### config.mk
export PLATFORM = sky130hd
export DESIGN_NAME = sync_slave_rx
export DESIGN_NICKNAME = d
export VERILOG_FILES = /design/src/rtl/sync_rx_pkg.sv /design/src/rtl/sync_rx_ctrl.sv /design/src/rtl/sync_rx_dpath.sv /design/src/rtl/sync_slave_rx.sv
export SDC_FILE = /design/constraint.sdc
export NUM_CORES = 1
export LEC_CHECK = 0
export BUFFER_PORTS_ARGS = -buffer_cell sky130_fd_sc_hd__buf_2
export CELL_PAD_IN_SITES_DETAIL_PLACEMENT = 2
export CELL_PAD_IN_SITES_GLOBAL_PLACEMENT = 2
export CORE_ASPECT_RATIO = 1.75
export CORE_MARGIN = 2
export CORE_UTILIZATION = 42
export DETAILED_ROUTE_END_ITERATION = 7
export GPL_TIMING_DRIVEN = 0
export PLACE_DENSITY_LB_ADDON = 0.1
export SYNTH_ARGS = -nofsm -noshare
export SYNTH_HDL_FRONTEND = slang
export SYNTH_SLANG_ARGS = --single-unit
### constraint.sdc
create_clock -name clk -period 3.3 [get_ports clk]
set_input_delay 0.66 -clock clk [delete_from_list [all_inputs] [get_ports clk]]
set_output_delay 0.66 -clock clk [all_outputs]
set_load 0.01 [all_outputs]
### src/rtl/sync_rx_pkg.sv
package sync_rx_pkg;
  typedef struct packed {
    logic shiftEn;   // sample one bit into the shift register
    logic wordDone;  // final bit of a character sampled this cycle
    logic push;      // write the completed character into the queue
    logic pop;       // remove head character
    logic clearAll;  // port disabled: flush everything
  } rxStrobes_t;
endpackage

### src/rtl/sync_rx_ctrl.sv
module sync_rx_ctrl
  import sync_rx_pkg::*;
#(
  parameter int DATA_W      = 8,
  parameter int SYNC_STAGES = 2,
  localparam int CNT_W      = $clog2(DATA_W + 1)
) (
  input  logic             clk,
  input  logic             rstN,
  input  logic             portEn,
  input  logic             contRxEn,
  input  logic             nineBitEn,
  input  logic             serClk,
  input  logic             serData,
  input  logic             rdStrobe,
  input  logic             fifoFull,
  output rxStrobes_t       strobes,
  output logic [CNT_W-1:0] bitIdx,
  output logic             sampledBit,
  output logic             overrun
);
  localparam logic [CNT_W-1:0] LAST_NARROW = CNT_W'(DATA_W - 1);
  localparam logic [CNT_W-1:0] LAST_WIDE   = CNT_W'(DATA_W);

  logic [SYNC_STAGES:0]   clkPipe;
  logic [SYNC_STAGES-1:0] dataPipe;
  logic                   clkRise;
  logic                   active;
  logic [CNT_W-1:0]       lastIdx;

  always_ff @(posedge clk or negedge rstN) begin
    if (!rstN) begin
      clkPipe  <= '0;
      dataPipe <= '0;
    end else begin
      clkPipe  <= {clkPipe[SYNC_STAGES-1:0], serClk};
      dataPipe <= {dataPipe[SYNC_STAGES-2:0], serData};
    end
  end

  assign clkRise    = clkPipe[SYNC_STAGES-1] & ~clkPipe[SYNC_STAGES];
  assign sampledBit = dataPipe[SYNC_STAGES-1];
  assign active     = portEn & contRxEn & ~overrun;
  assign lastIdx    = nineBitEn ? LAST_WIDE : LAST_NARROW;

  always_comb begin
    strobes          = '0;
    strobes.clearAll = ~portEn;
    strobes.shiftEn  = active & clkRise;
    strobes.wordDone = strobes.shiftEn & (bitIdx == lastIdx);
    strobes.push     = strobes.wordDone & ~fifoFull;
    strobes.pop      = rdStrobe & portEn;
  end

  always_ff @(posedge clk or negedge rstN) begin
    if (!rstN)                 bitIdx <= '0;
    else if (!active)          bitIdx <= '0;
    else if (strobes.wordDone) bitIdx <= '0;
    else if (strobes.shiftEn)  bitIdx <= bitIdx + 1'b1;
  end

  always_ff @(posedge clk or negedge rstN) begin
    if (!rstN)                              overrun <= 1'b0;
    else if (!portEn || !contRxEn)          overrun <= 1'b0;
    else if (strobes.wordDone && fifoFull)  overrun <= 1'b1;
  end
endmodule

### src/rtl/sync_rx_dpath.sv
module sync_rx_dpath
  import sync_rx_pkg::*;
#(
  parameter int DATA_W = 8,
  parameter int DEPTH  = 2,
  localparam int CNT_W = $clog2(DATA_W + 1),
  localparam int PTR_W = (DEPTH > 1) ? $clog2(DEPTH) : 1,
  localparam int OCC_W = $clog2(DEPTH + 1)
) (
  input  logic             clk,
  input  logic             rstN,
  input  rxStrobes_t       strobes,
  input  logic [CNT_W-1:0] bitIdx,
  input  logic             sampledBit,
  input  logic             nineBitEn,
  output logic [DATA_W:0]  headWord,
  output logic             fifoFull,
  output logic             fifoEmpty
);
  logic [DATA_W:0]  shiftReg;
  logic [DATA_W:0]  nextWord;
  logic [DATA_W:0]  pushWord;
  logic [DATA_W:0]  mem [DEPTH];
  logic [PTR_W-1:0] wrPtr, rdPtr;
  logic [OCC_W-1:0] occupancy;
  logic             doPop;

  function automatic logic [PTR_W-1:0] bump(input logic [PTR_W-1:0] p);
    return (p == PTR_W'(DEPTH - 1)) ? '0 : p + 1'b1;
  endfunction

  always_comb begin
    nextWord         = shiftReg;
    nextWord[bitIdx] = sampledBit;
    pushWord         = {nextWord[DATA_W] & nineBitEn, nextWord[DATA_W-1:0]};
  end

  always_ff @(posedge clk or negedge rstN) begin
    if (!rstN)                                   shiftReg <= '0;
    else if (strobes.clearAll || strobes.wordDone) shiftReg <= '0;
    else if (strobes.shiftEn)                    shiftReg[bitIdx] <= sampledBit;
  end

  assign fifoFull  = (occupancy == OCC_W'(DEPTH));
  assign fifoEmpty = (occupancy == '0);
  assign doPop     = strobes.pop & ~fifoEmpty;
  assign headWord  = mem[rdPtr];

  always_ff @(posedge clk or negedge rstN) begin
    if (!rstN) begin
      wrPtr     <= '0;
      rdPtr     <= '0;
      occupancy <= '0;
      for (int i = 0; i < DEPTH; i++) mem[i] <= '0;
    end else if (strobes.clearAll) begin
      wrPtr     <= '0;
      rdPtr     <= '0;
      occupancy <= '0;
    end else begin
      if (strobes.push) begin
        mem[wrPtr] <= pushWord;
        wrPtr      <= bump(wrPtr);
      end
      if (doPop) rdPtr <= bump(rdPtr);
      case ({strobes.push, doPop})
        2'b10:   occupancy <= occupancy + 1'b1;
        2'b01:   occupancy <= occupancy - 1'b1;
        default: occupancy <= occupancy;
      endcase
    end
  end
endmodule

### src/rtl/sync_slave_rx.sv
module sync_slave_rx
  import sync_rx_pkg::*;
#(
  parameter int DATA_W      = 8,
  parameter int DEPTH       = 2,
  parameter int SYNC_STAGES = 2
) (
  input  logic              clk,
  input  logic              rstN,
  input  logic              portEn,
  input  logic              contRxEn,
  input  logic              singleRxReq,
  input  logic              nineBitEn,
  input  logic              rxIntEn,
  input  logic              serClk,
  input  logic              serData,
  input  logic              rdStrobe,
  output logic [DATA_W-1:0] rdData,
  output logic              rdNinth,
  output logic              rxDone,
  output logic              overrun,
  output logic              rxIrq
);
  localparam int CNT_W = $clog2(DATA_W + 1);

  rxStrobes_t       strobes;
  logic [CNT_W-1:0] bitIdx;
  logic             sampledBit;
  logic             fifoFull, fifoEmpty;
  logic [DATA_W:0]  headWord;
  logic             unusedSingleReq;

  // slave role: reception is always continuous, the single request is ignored
  assign unusedSingleReq = singleRxReq;

  sync_rx_ctrl #(.DATA_W(DATA_W), .SYNC_STAGES(SYNC_STAGES)) u_ctrl (
    .clk(clk), .rstN(rstN), .portEn(portEn), .contRxEn(contRxEn),
    .nineBitEn(nineBitEn), .serClk(serClk), .serData(serData),
    .rdStrobe(rdStrobe), .fifoFull(fifoFull), .strobes(strobes),
    .bitIdx(bitIdx), .sampledBit(sampledBit), .overrun(overrun)
  );

  sync_rx_dpath #(.DATA_W(DATA_W), .DEPTH(DEPTH)) u_dpath (
    .clk(clk), .rstN(rstN), .strobes(strobes), .bitIdx(bitIdx),
    .sampledBit(sampledBit), .nineBitEn(nineBitEn), .headWord(headWord),
    .fifoFull(fifoFull), .fifoEmpty(fifoEmpty)
  );

  assign rdData  = headWord[DATA_W-1:0];
  assign rdNinth = headWord[DATA_W];
  assign rxDone  = ~fifoEmpty;
  assign rxIrq   = rxDone & rxIntEn;
endmodule

==> results_dict.tcl, run 1 <==
set metrics [dict create \
    grt_max_degree 42 \
    grt_pass1_wl_mm 8.949 \
    drt_pass1_iterations 4 \
    synth_top_cell_area_share_pct 48.61 \
    finalInstanceArea_um2 2352 \
    max-vdd-ir-drop_mv 0.2765 \
    dp.cells 250 \
    place_hpwl_mm 3.796 \
    detail_route.wl_per_cell_um 20.57 \
    drc 0 \
    max_slew.worst_pin.slew_ns 0.9625 \
    synth_area_um2 2111 \
    num_antenna_cells 0 \
    post_cts_buffers 0 \
    power_density_nw_per_um2 362.9 \
    die_area_um2 5631 \
    antenna_found_initial 0 \
    setup_tns_ns 0 \
    min_period_ns 2.334 \
    finalWeightedCongestion 0.8229 \
    root_buffer "clkbuf_8" \
    areaGrowthSynthToFinish_pct 11.44 \
    critPathMaxFanout 10 \
    crit_path_max_incr_delay_ns 0.50 \
    worstPathRequired_ns 2.64 \
    synth_ff_type "dfrtp_1" \
    track_usage_pct 20.89 \
    insertion_delay_ns 0.29 \
    startpoint_type "register" \
    die-height_um 97.78 \
    ys_seq_elements 41 \
    pre_cts_ws_ns 0.8301 \
    synthTopCellsByArea "dfrtp_1, mux2_2, mux2_4" \
    timing.final.crit_share_pct 70.72 \
    die_w_um 57.59 \
    ys_types 40 \
    finalWirelength_mm 5.266 \
    maxSlewHeadroom_pct 35.84 \
    ioPinCount 22 \
    ant_nets 0 \
    postCtsHoldBufs 0 \
    drive_above_1_share_pct 36.14 \
    finalClockSkew_ns 0.008101 \
    status "finished clean" \
    synth_area_leader_cell "dfrtp_1" \
    h-tree-depth 2 \
    yosys_warnings 0 \
    leakage_nw 1.227 \
    clockBufferDepth 2 \
    setup_ws_ns 0.9661 \
    yosysSeqAreaShare_pct 48.61 \
    fmax_mhz 428.5 \
    start_util_pct 43.15 \
    synthCells 176 \
    clk_pin_slew_ns 0.08 \
    routed-via-count 1499 \
    yosysMostFrequentCell "dfrtp_1" \
    rsz0062_at_grt "no" \
    io_buffers 20 \
    cp.arrival_ns 1.67 \
    grt-ovfl-total 0 \
    synthesis.nets 190 \
    numCtsBuffers 5 \
    critPathSlowestCell "clkbuf_1" \
    crit_family "buffers and inverters" \
    cap_violations 0 \
    placed_area_um2 2278 \
    r2r_slack_ns 1.07 \
    crit_chain "clkbuf_1, mux2_2, buf_2" \
    setup_viol 0 \
    cts_resized 0 \
    rows 34 \
    synthTopCellsByCount "dfrtp_1, mux2_2, nand2_1" \
    async_flop_share_pct 100.0 \
    synth_edf_count 0 \
    cts_tree "built" \
    final_max_slew_viol_count 0 \
    first_global_vias 1738 \
    via_per_inst 5.855 \
    coreArea_um2 4892 \
    stdcell_count 256 \
    crit_type "reg -> out" \
    finish.net_count 217 \
    hold_path.class "reg -> reg" \
    drt_iter0_markers 34 \
    critPathCaptureType "output port" \
    crit_buf_inv 2 \
    hold_viol 0 \
    clock-sinks 41 \
    synth_area_per_cell_um2 11.99 \
]
-- layer usage --
metal	share of wire (%)	GRT usage, %	up-vias
li1	-	-	679
met1	39	23.70	795
met2	58	39.25	19
met3	1.7	2.384	6
met4	1.5	6.440	0
met5	0	0	-
-- power by group --
part            total, W  switching (W)  internal, W
clock network   0.000305       0.000166     0.000139
registers       0.000510     0.00000420     0.000506
logic          0.0000379      0.0000273    0.0000107
total           0.000854       0.000198     0.000656
-- logic make-up (layout without fill, tap and decap cells) --
group	count (synthesis)	count (layout)	share of synthesized area [%]
compound gates	21	21	8.121
xor+xnor	1	1	0.4150
fa+ha+maj	4	4	2.371
buf+inv	14	40	3.082
flops	41	41	48.61
mux	36	36	20.75
simple gates	59	59	16.66
-- sequential cells by signal (all words and copies together), names as in the netlist --
register / count
u_dpath.occupancy: 2
u_dpath.mem: 18
u_ctrl.dataPipe: 2
u_ctrl.overrun: 1
u_dpath.wrPtr: 1
u_ctrl.bitIdx: 4
u_dpath.shiftReg: 9
u_dpath.rdPtr: 1
u_ctrl.clkPipe: 3
-- per-stage QoR --
step	hold slack [ns]	total power [W]	utilization, %
finish	0.3567	0.0008537	48.08
global route	0.3632	0.0008863	48.08
CTS	0.3581	0.0008655	48.08
detailed placement	0.3404	0.0005589	46.57
global placement	0.3344	0.0005557	46.57
floorplan	0.3312	0.0005336	-
-- placed cells by master, fill, tap and decap left out, types with 5 or more instances in the layout --
cell and n:
inv_1 5, mux2_2 26, buf_2 21, mux2_4 9
clkbuf_8 5, nand3_1 12, nand2_1 18, dfrtp_1 41
nor2b_1 5, clkbuf_1 6
-- layout make-up --
cell class / instances / area (µm²)
Multi-Input combinational cell: 121 / 1020
Tap cell: 54 / 67.56
Clock buffer: 5 / 68.82
Inverter: 5 / 18.77
Sequential cell: 41 / 1026
Fill cell: 482 / 2540
Buffer: 9 / 46.29
Timing Repair Buffer: 20 / 100.1
Clock inverter: 1 / 5.005
-- final timing paths --
kind | from | depth (start not counted) | endpoint
min in group asynchronous | rstN | 1 | u_ctrl.clkPipe[2]$_DFF_PN0_
setup reg to reg | u_ctrl.bitIdx[0]$_DFFE_PN0P_ | 4 | u_dpath.mem[0]$_DFFE_PN0P_
hold reg to reg | u_ctrl.dataPipe[0]$_DFF_PN0_ | 0 | u_ctrl.dataPipe[1]$_DFF_PN0_
setup / recovery | u_dpath.rdPtr$_DFFE_PN0P_ | 3 | rdData[4]
max in group asynchronous | rstN | 1 | u_dpath.shiftReg[2]$_DFFE_PN0P_
hold / removal | u_ctrl.dataPipe[0]$_DFF_PN0_ | 0 | u_ctrl.dataPipe[1]$_DFF_PN0_
No activity file was read; power rests on OpenSTA's default activity.
==> run 2, diff against run 1 <==
--- a/config.mk
+++ b/config.mk
@@ -10,7 +10,7 @@
 export CELL_PAD_IN_SITES_GLOBAL_PLACEMENT = 2
 export CORE_ASPECT_RATIO = 1.75
 export CORE_MARGIN = 2
-export CORE_UTILIZATION = 42
+export CORE_UTILIZATION = 35
 export DETAILED_ROUTE_END_ITERATION = 7
 export GPL_TIMING_DRIVEN = 0
 export PLACE_DENSITY_LB_ADDON = 0.1
==> constraint.sdc (replaced) <==
create_clock -name clk -period 2.1 [get_ports clk]
set_input_delay 0.42 -clock clk [delete_from_list [all_inputs] [get_ports clk]]
set_output_delay 0.42 -clock clk [all_outputs]
set_load 0.01 [all_outputs]
==> run 2 against run 1 <==
Against the previous run: first-iteration DRC count fell by 12%; wire length rose by 2.3%; largest power group unchanged; via count down 0.27%; non-clock buffer count grew 2; cell count increased by 11%; die area rose by 19%; total power rose by 80%; core utilization shrank 5.3 points.
==> results_dict.tcl, run 2 (synthesis gave the netlist of run 1 again) <==
set metrics [dict create \
    startpoint_type "register" \
    antenna_found_initial 0 \
    final_cell_mix "dfrtp_1, mux2_2, buf_2" \
    crit_chain "clkbuf_4, nand4b_4, a2bb2oi_4, or4_4, buf_8, mux2_4" \
    final_max_slew_viol_count 0 \
    route.met2.wl_mm 3.166 \
    cts_tree "built" \
    ant_nets 0 \
    sequentialPowerShare_pct 52.1 \
    setup_tns_ns 0 \
    switching_share_pct 21.96 \
    h-tree-depth 2 \
    wl_met3_um 96 \
    met1_length_mm 2.069 \
    p_switching_w 0.0003379 \
    max-vdd-ir-drop_mv 0.2726 \
    die_area_um2 6693 \
    p_int_w 0.001201 \
    clockBufferDepth 2 \
    drt_iter0_markers 30 \
    cp.arrival_ns 2.22 \
    leakage_nw 1.270 \
    finalWirelength_mm 5.388 \
    max_slew.worst_pin.slew_ns 0.9415 \
    setup_ws_ns 0.05937 \
    io_buffers 20 \
    holdWs_ns 0.2156 \
    combPwrFrac_pct 4.1 \
    critPathCaptureType "register" \
    fillers 634 \
    coreArea_um2 5833 \
    seq_area_um2 1027 \
    finish.net_count 219 \
    ioPinCount 22 \
    hold_path.class "in -> reg" \
    timing.final.crit_share_pct 97.17 \
    drc 0 \
    die-height_um 106.7 \
    postCtsHoldBufs 0 \
    via_per_inst 5.264 \
    critPathMaxFanout 10 \
    crit_path_max_incr_delay_ns 0.50 \
    final_common_cell "dfrtp_1" \
    setup_viol 0 \
    multi_input_area_um2 1045 \
    placed_area_um2 2308 \
    worstPathRequired_ns 2.28 \
    dp.cells 274 \
    pre_cts_ws_ns -0.2081 \
    insertion_delay_ns 0.30 \
    power_density_nw_per_um2 617.1 \
    cap_violations 0 \
    root_buffer "clkbuf_8" \
    largest_reg_flops 18 \
    hold_viol 0 \
    rows 37 \
    finalWeightedCongestion 0.7360 \
    p_clk_share_pct 43.8 \
    top_register "u_dpath.mem" \
    finalClockSkew_ns 0.01213 \
    maxSlewHeadroom_pct 37.24 \
    stdcell_count 284 \
    clock-sinks 41 \
    finalInstanceArea_um2 2494 \
    drive_above_1_share_pct 40.29 \
    first_global_vias 1723 \
    crit_type "reg -> reg" \
    grt_pass1_wl_mm 9.039 \
    reg_top3 "u_dpath.mem: 18 flops, u_dpath.shiftReg: 9 flops, u_ctrl.bitIdx: 4 flops" \
    grt_max_degree 42 \
    routed-via-count 1495 \
    die_w_um 62.71 \
    start_util_pct 36.19 \
    status "finished clean" \
    grt-ovfl-total 0 \
    place_hpwl_mm 3.852 \
    num_antenna_cells 0 \
    areaGrowthSynthToFinish_pct 18.14 \
    routed.top_layer "met4" \
    critPathSlowestCell "or4_4" \
    min_period_ns 2.041 \
    drt_pass1_iterations 4 \
    detail_route.wl_per_cell_um 18.97 \
    track_usage_pct 17.50 \
    numCtsBuffers 5 \
    clk_pin_slew_ns 0.09 \
    fmax_mhz 490.0 \
]
## run 2: area by class of cell
type                       instances  share of cell area (%)
buffer                             8                   2.007
clock buffer                       6                   3.312
tap                               78                   3.914
clock inverter                     2                   1.505
sequential                        41                   41.19
timing repair buffer              23                   5.419
inverter                           5                  0.7526
multi-input combinational        121                   41.90
## run 2: stage by stage
stage                     util, %   power, W
final                       42.75   0.001539
after global routing        42.75   0.001609
after CTS                   42.26   0.001556
after detailed placement    39.58  0.0008792
after global placement      39.58  0.0008744
after floorplan                 -  0.0008386
## run 2: timing repair
| action | 4_1_cts | 5_1_grt |
|---|---|---|
| gates resized for setup | 4 | 6 |
| endpoints found under the setup margin | 27 | 11 |
| setup buffers | 1 | 2 |
| pin swaps | 1 | 0 |
## run 2: path summary, 6_finish.rpt
kind / from / endpoint / slack [ns] / cells after the start
setup / recovery: u_ctrl.bitIdx[3]$_DFFE_PN0P_ / u_dpath.mem[10]$_DFFE_PN0P_ / 0.06 / 6
hold / removal: serClk / u_ctrl.clkPipe[0]$_DFF_PN0_ / 0.22 / 1
setup reg to reg: u_ctrl.bitIdx[3]$_DFFE_PN0P_ / u_dpath.mem[10]$_DFFE_PN0P_ / 0.06 / 6
hold reg to reg: u_ctrl.clkPipe[0]$_DFF_PN0_ / u_ctrl.clkPipe[1]$_DFF_PN0_ / 0.35 / 0
max in group asynchronous: rstN / u_ctrl.bitIdx[0]$_DFFE_PN0P_ / 1.18 / 1
min in group asynchronous: rstN / u_ctrl.clkPipe[1]$_DFF_PN0_ / 0.25 / 1
## run 2: power by group through the flow
stage          Clock [W]  Sequential [W]  Combinational [W]
2_1_floorplan          0        0.000815          0.0000233
3_3_place_gp           0        0.000817          0.0000577
3_5_place_dp           0        0.000818          0.0000615
4_1_cts         0.000690        0.000802          0.0000645
5_1_grt         0.000734        0.000804          0.0000705
6_report        0.000674        0.000802          0.0000626
## run 2: critical path, delay by kind of cell, from the launching register on
kind | cells | cell delay, ns
simple gates | 2 | 0.71
flops | 1 | 0.37
buf+inv | 2 | 0.36
mux | 1 | 0.30
compound gates | 1 | 0.19
## run 2: metal layers
metal  track usage, %  vias up
li1                 -      685
met2            34.18       17
met5                0        -
met1            19.18      788
met4            5.238        0
met3            2.413        5
==> run 3, diff against run 2 <==
--- a/config.mk
+++ b/config.mk
@@ -14,6 +14,7 @@
 export DETAILED_ROUTE_END_ITERATION = 7
 export GPL_TIMING_DRIVEN = 0
 export PLACE_DENSITY_LB_ADDON = 0.1
+export SETUP_SLACK_MARGIN = 0.5
 export SYNTH_ARGS = -nofsm -noshare
 export SYNTH_HDL_FRONTEND = slang
 export SYNTH_SLANG_ARGS = --single-unit
==> run 3 against run 2 <==
Against the previous run: worst setup slack got worse by 0.032 ns; sequential power about the same; combinational power increased by 42%; clock power grew 1%; critical path depth unchanged; register-to-register slack got worse by 0.03 ns; critical endpoint unchanged; count of clock-buffer cells in the layout increased by 1; core utilization rose by 12 points; worst hold slack lost 0.0096 ns; sequential share of layout area shrank 9.2 points; via count increased by 15%.
==> results_dict.tcl, run 3 (synthesis gave the netlist of run 1 again) <==
set metrics [dict create \
    first_global_vias 1939 \
    critPathMaxFanout 6 \
    grt-ovfl-total 0 \
    areaGrowthSynthToFinish_pct 52.52 \
    antenna_found_initial 0 \
    crit_chain "buf_6, and2b_2, a2bb2oi_4, or4_4, buf_12, mux2_4" \
    startpoint_type "register" \
    reg2reg_from "u_ctrl.bitIdx[2]$_DFFE_PN0P_" \
    grt_max_degree 42 \
    final_common_cell "dfrtp_1" \
    final_cell_mix "dfrtp_1, mux2_4, buf_4" \
    io_buffers 20 \
    die-height_um 106.7 \
    finalClockSkew_ns 0.01301 \
    combPwrFrac_pct 5.6 \
    top_register "u_dpath.mem" \
    routed-via-count 1717 \
    h-tree-depth 2 \
    min_to "u_ctrl.clkPipe[0]$_DFF_PN0_" \
    p_switching_w 0.0003569 \
    power_density_nw_per_um2 488.4 \
    holdWs_ns 0.2060 \
    drt_pass1_iterations 4 \
    track_usage_pct 20.91 \
    final_core_util_pct 55.19 \
    finalWirelength_mm 7.963 \
    grt_busiest_layer "met2" \
    die_w_um 62.71 \
    clock-sinks 41 \
    min_period_ns 2.073 \
    drc 0 \
    coreArea_um2 5833 \
    crit_path_max_incr_delay_ns 0.56 \
    status "finished clean" \
    rsz0062_at_grt "yes" \
    die_area_um2 6693 \
    finalWeightedCongestion 0.7137 \
    max-vdd-ir-drop_mv 0.4144 \
    largest_reg_flops 18 \
    crit_buf_inv 2 \
    rows 37 \
    setup_viol 0 \
    grt_use_met2_pct 38.63 \
    cts_tree "built" \
    sequentialPowerShare_pct 51.0 \
    r2r_slack_ns 0.03 \
    cp.arrival_ns 2.27 \
    critPathSlowestCell "or4_4" \
    grt_pass1_wl_mm 10.36 \
    clk_pin_slew_ns 0.09 \
    clockBufferDepth 2 \
    numCtsBuffers 5 \
    fmax_mhz 482.5 \
    hold_path.class "in -> reg" \
    ioPinCount 22 \
    detail_route.wl_per_cell_um 25.04 \
    num_antenna_cells 0 \
    finish.net_count 253 \
    worstPathRequired_ns 2.29 \
    crit_type "reg -> reg" \
    hold_start "serClk" \
    r2r_cells 6 \
    switching_share_pct 22.69 \
    start_util_pct 36.19 \
    p_clk_share_pct 43.3 \
    setup_tns_ns 0 \
    placed_area_um2 2354 \
    power_w 0.001572 \
    use_met1_pct 22.28 \
    timing.final.crit_share_pct 98.70 \
    drt_iter0_markers 64 \
    root_buffer "clkbuf_8" \
    via_per_inst 5.399 \
    reg_top3 "u_dpath.mem: 18 flops, u_dpath.shiftReg: 9 flops, u_ctrl.bitIdx: 4 flops" \
    ant_nets 0 \
    max_slew.worst_pin.slew_ns 0.9427 \
    leakage_nw 1.574 \
    drive_above_1_share_pct 60.42 \
    p_int_w 0.001216 \
    hold_viol 0 \
    postCtsHoldBufs 0 \
    crit_family "simple AND/OR/NAND/NOR gates" \
    finalInstanceArea_um2 3219 \
    final_max_slew_viol_count 0 \
    insertion_delay_ns 0.31 \
    reg2reg_to "u_dpath.mem[10]$_DFFE_PN0P_" \
    met3_usage_pct 4.302 \
    min_path_cells 1 \
    cap_violations 0 \
    place_hpwl_mm 3.707 \
    critPathCaptureType "register" \
    maxSlewHeadroom_pct 37.15 \
    fillers 570 \
]
-- run 3: changes by cell type in the layout (fill, tap and decap cells not counted), moves of 6 or more --
cell	change
nand2_2	+6
mux2_4	+26
mux2_2	-26
buf_6	+20
buf_2	-9
buf_4	+20
nand2_1	-7
-- run 3: cell type report --
cell class | count | area, µm² | share of cell area [%]
Buffer | 9 | 90.09 | 2.798
Clock buffer | 7 | 86.33 | 2.682
Clock inverter | 1 | 30.03 | 0.9328
Inverter | 5 | 31.28 | 0.9716
Multi-Input combinational cell | 121 | 1320 | 41.00
Sequential cell | 41 | 1030 | 31.99
Tap cell | 78 | 97.59 | 3.031
Timing Repair Buffer | 56 | 534.3 | 16.60
-- run 3: timing repair --
action                     CTS  global route
gates resized for setup     56            50
setup endpoints to repair   44            46
gates cloned                 2             1
setup buffers               19            14
pin swaps                    6            16
-- run 3: power by group through the flow --
stage	sequential, W	combinational (W)	clock, W
floorplan	0.000816	0.0000259	0
global placement	0.000817	0.0000609	0
detailed placement	0.000818	0.0000641	0
CTS	0.000802	0.0000721	0.000694
global route	0.000803	0.0000964	0.000722
finish	0.000803	0.0000886	0.000681
-- run 3: metal layers --
layer  routed length (µm)  vias up
li1                     -      758
met1                 3008      904
met2                 4509       34
met3                  173       21
met4                  271        0
met5                    0        -
-- run 3: stage by stage --
stage          cells  worst slack (ns)
2_1_floorplan    176            0.1946
3_5_place_dp     274           -0.2652
4_1_cts          303            0.1220
6_report         318           0.02733
5_1_grt          318          0.007339
3_3_place_gp     274           -0.2175
-- run 3: worst max path at each step --
stage	start	to	slack [ns]	depth (start not counted)
finish	u_ctrl.bitIdx[2]$_DFFE_PN0P_	u_dpath.mem[10]$_DFFE_PN0P_	0.03	6
global route	u_ctrl.bitIdx[2]$_DFFE_PN0P_	u_dpath.mem[10]$_DFFE_PN0P_	0.007	6
CTS	u_ctrl.bitIdx[3]$_DFFE_PN0P_	u_dpath.mem[10]$_DFFE_PN0P_	0.12	6
detailed placement	portEn	u_dpath.mem[6]$_DFFE_PN0P_	-0.27	5
global placement	portEn	u_dpath.mem[8]$_DFFE_PN0P_	-0.22	5
floorplan	u_ctrl.bitIdx[3]$_DFFE_PN0P_	u_dpath.mem[10]$_DFFE_PN0P_	0.19	6
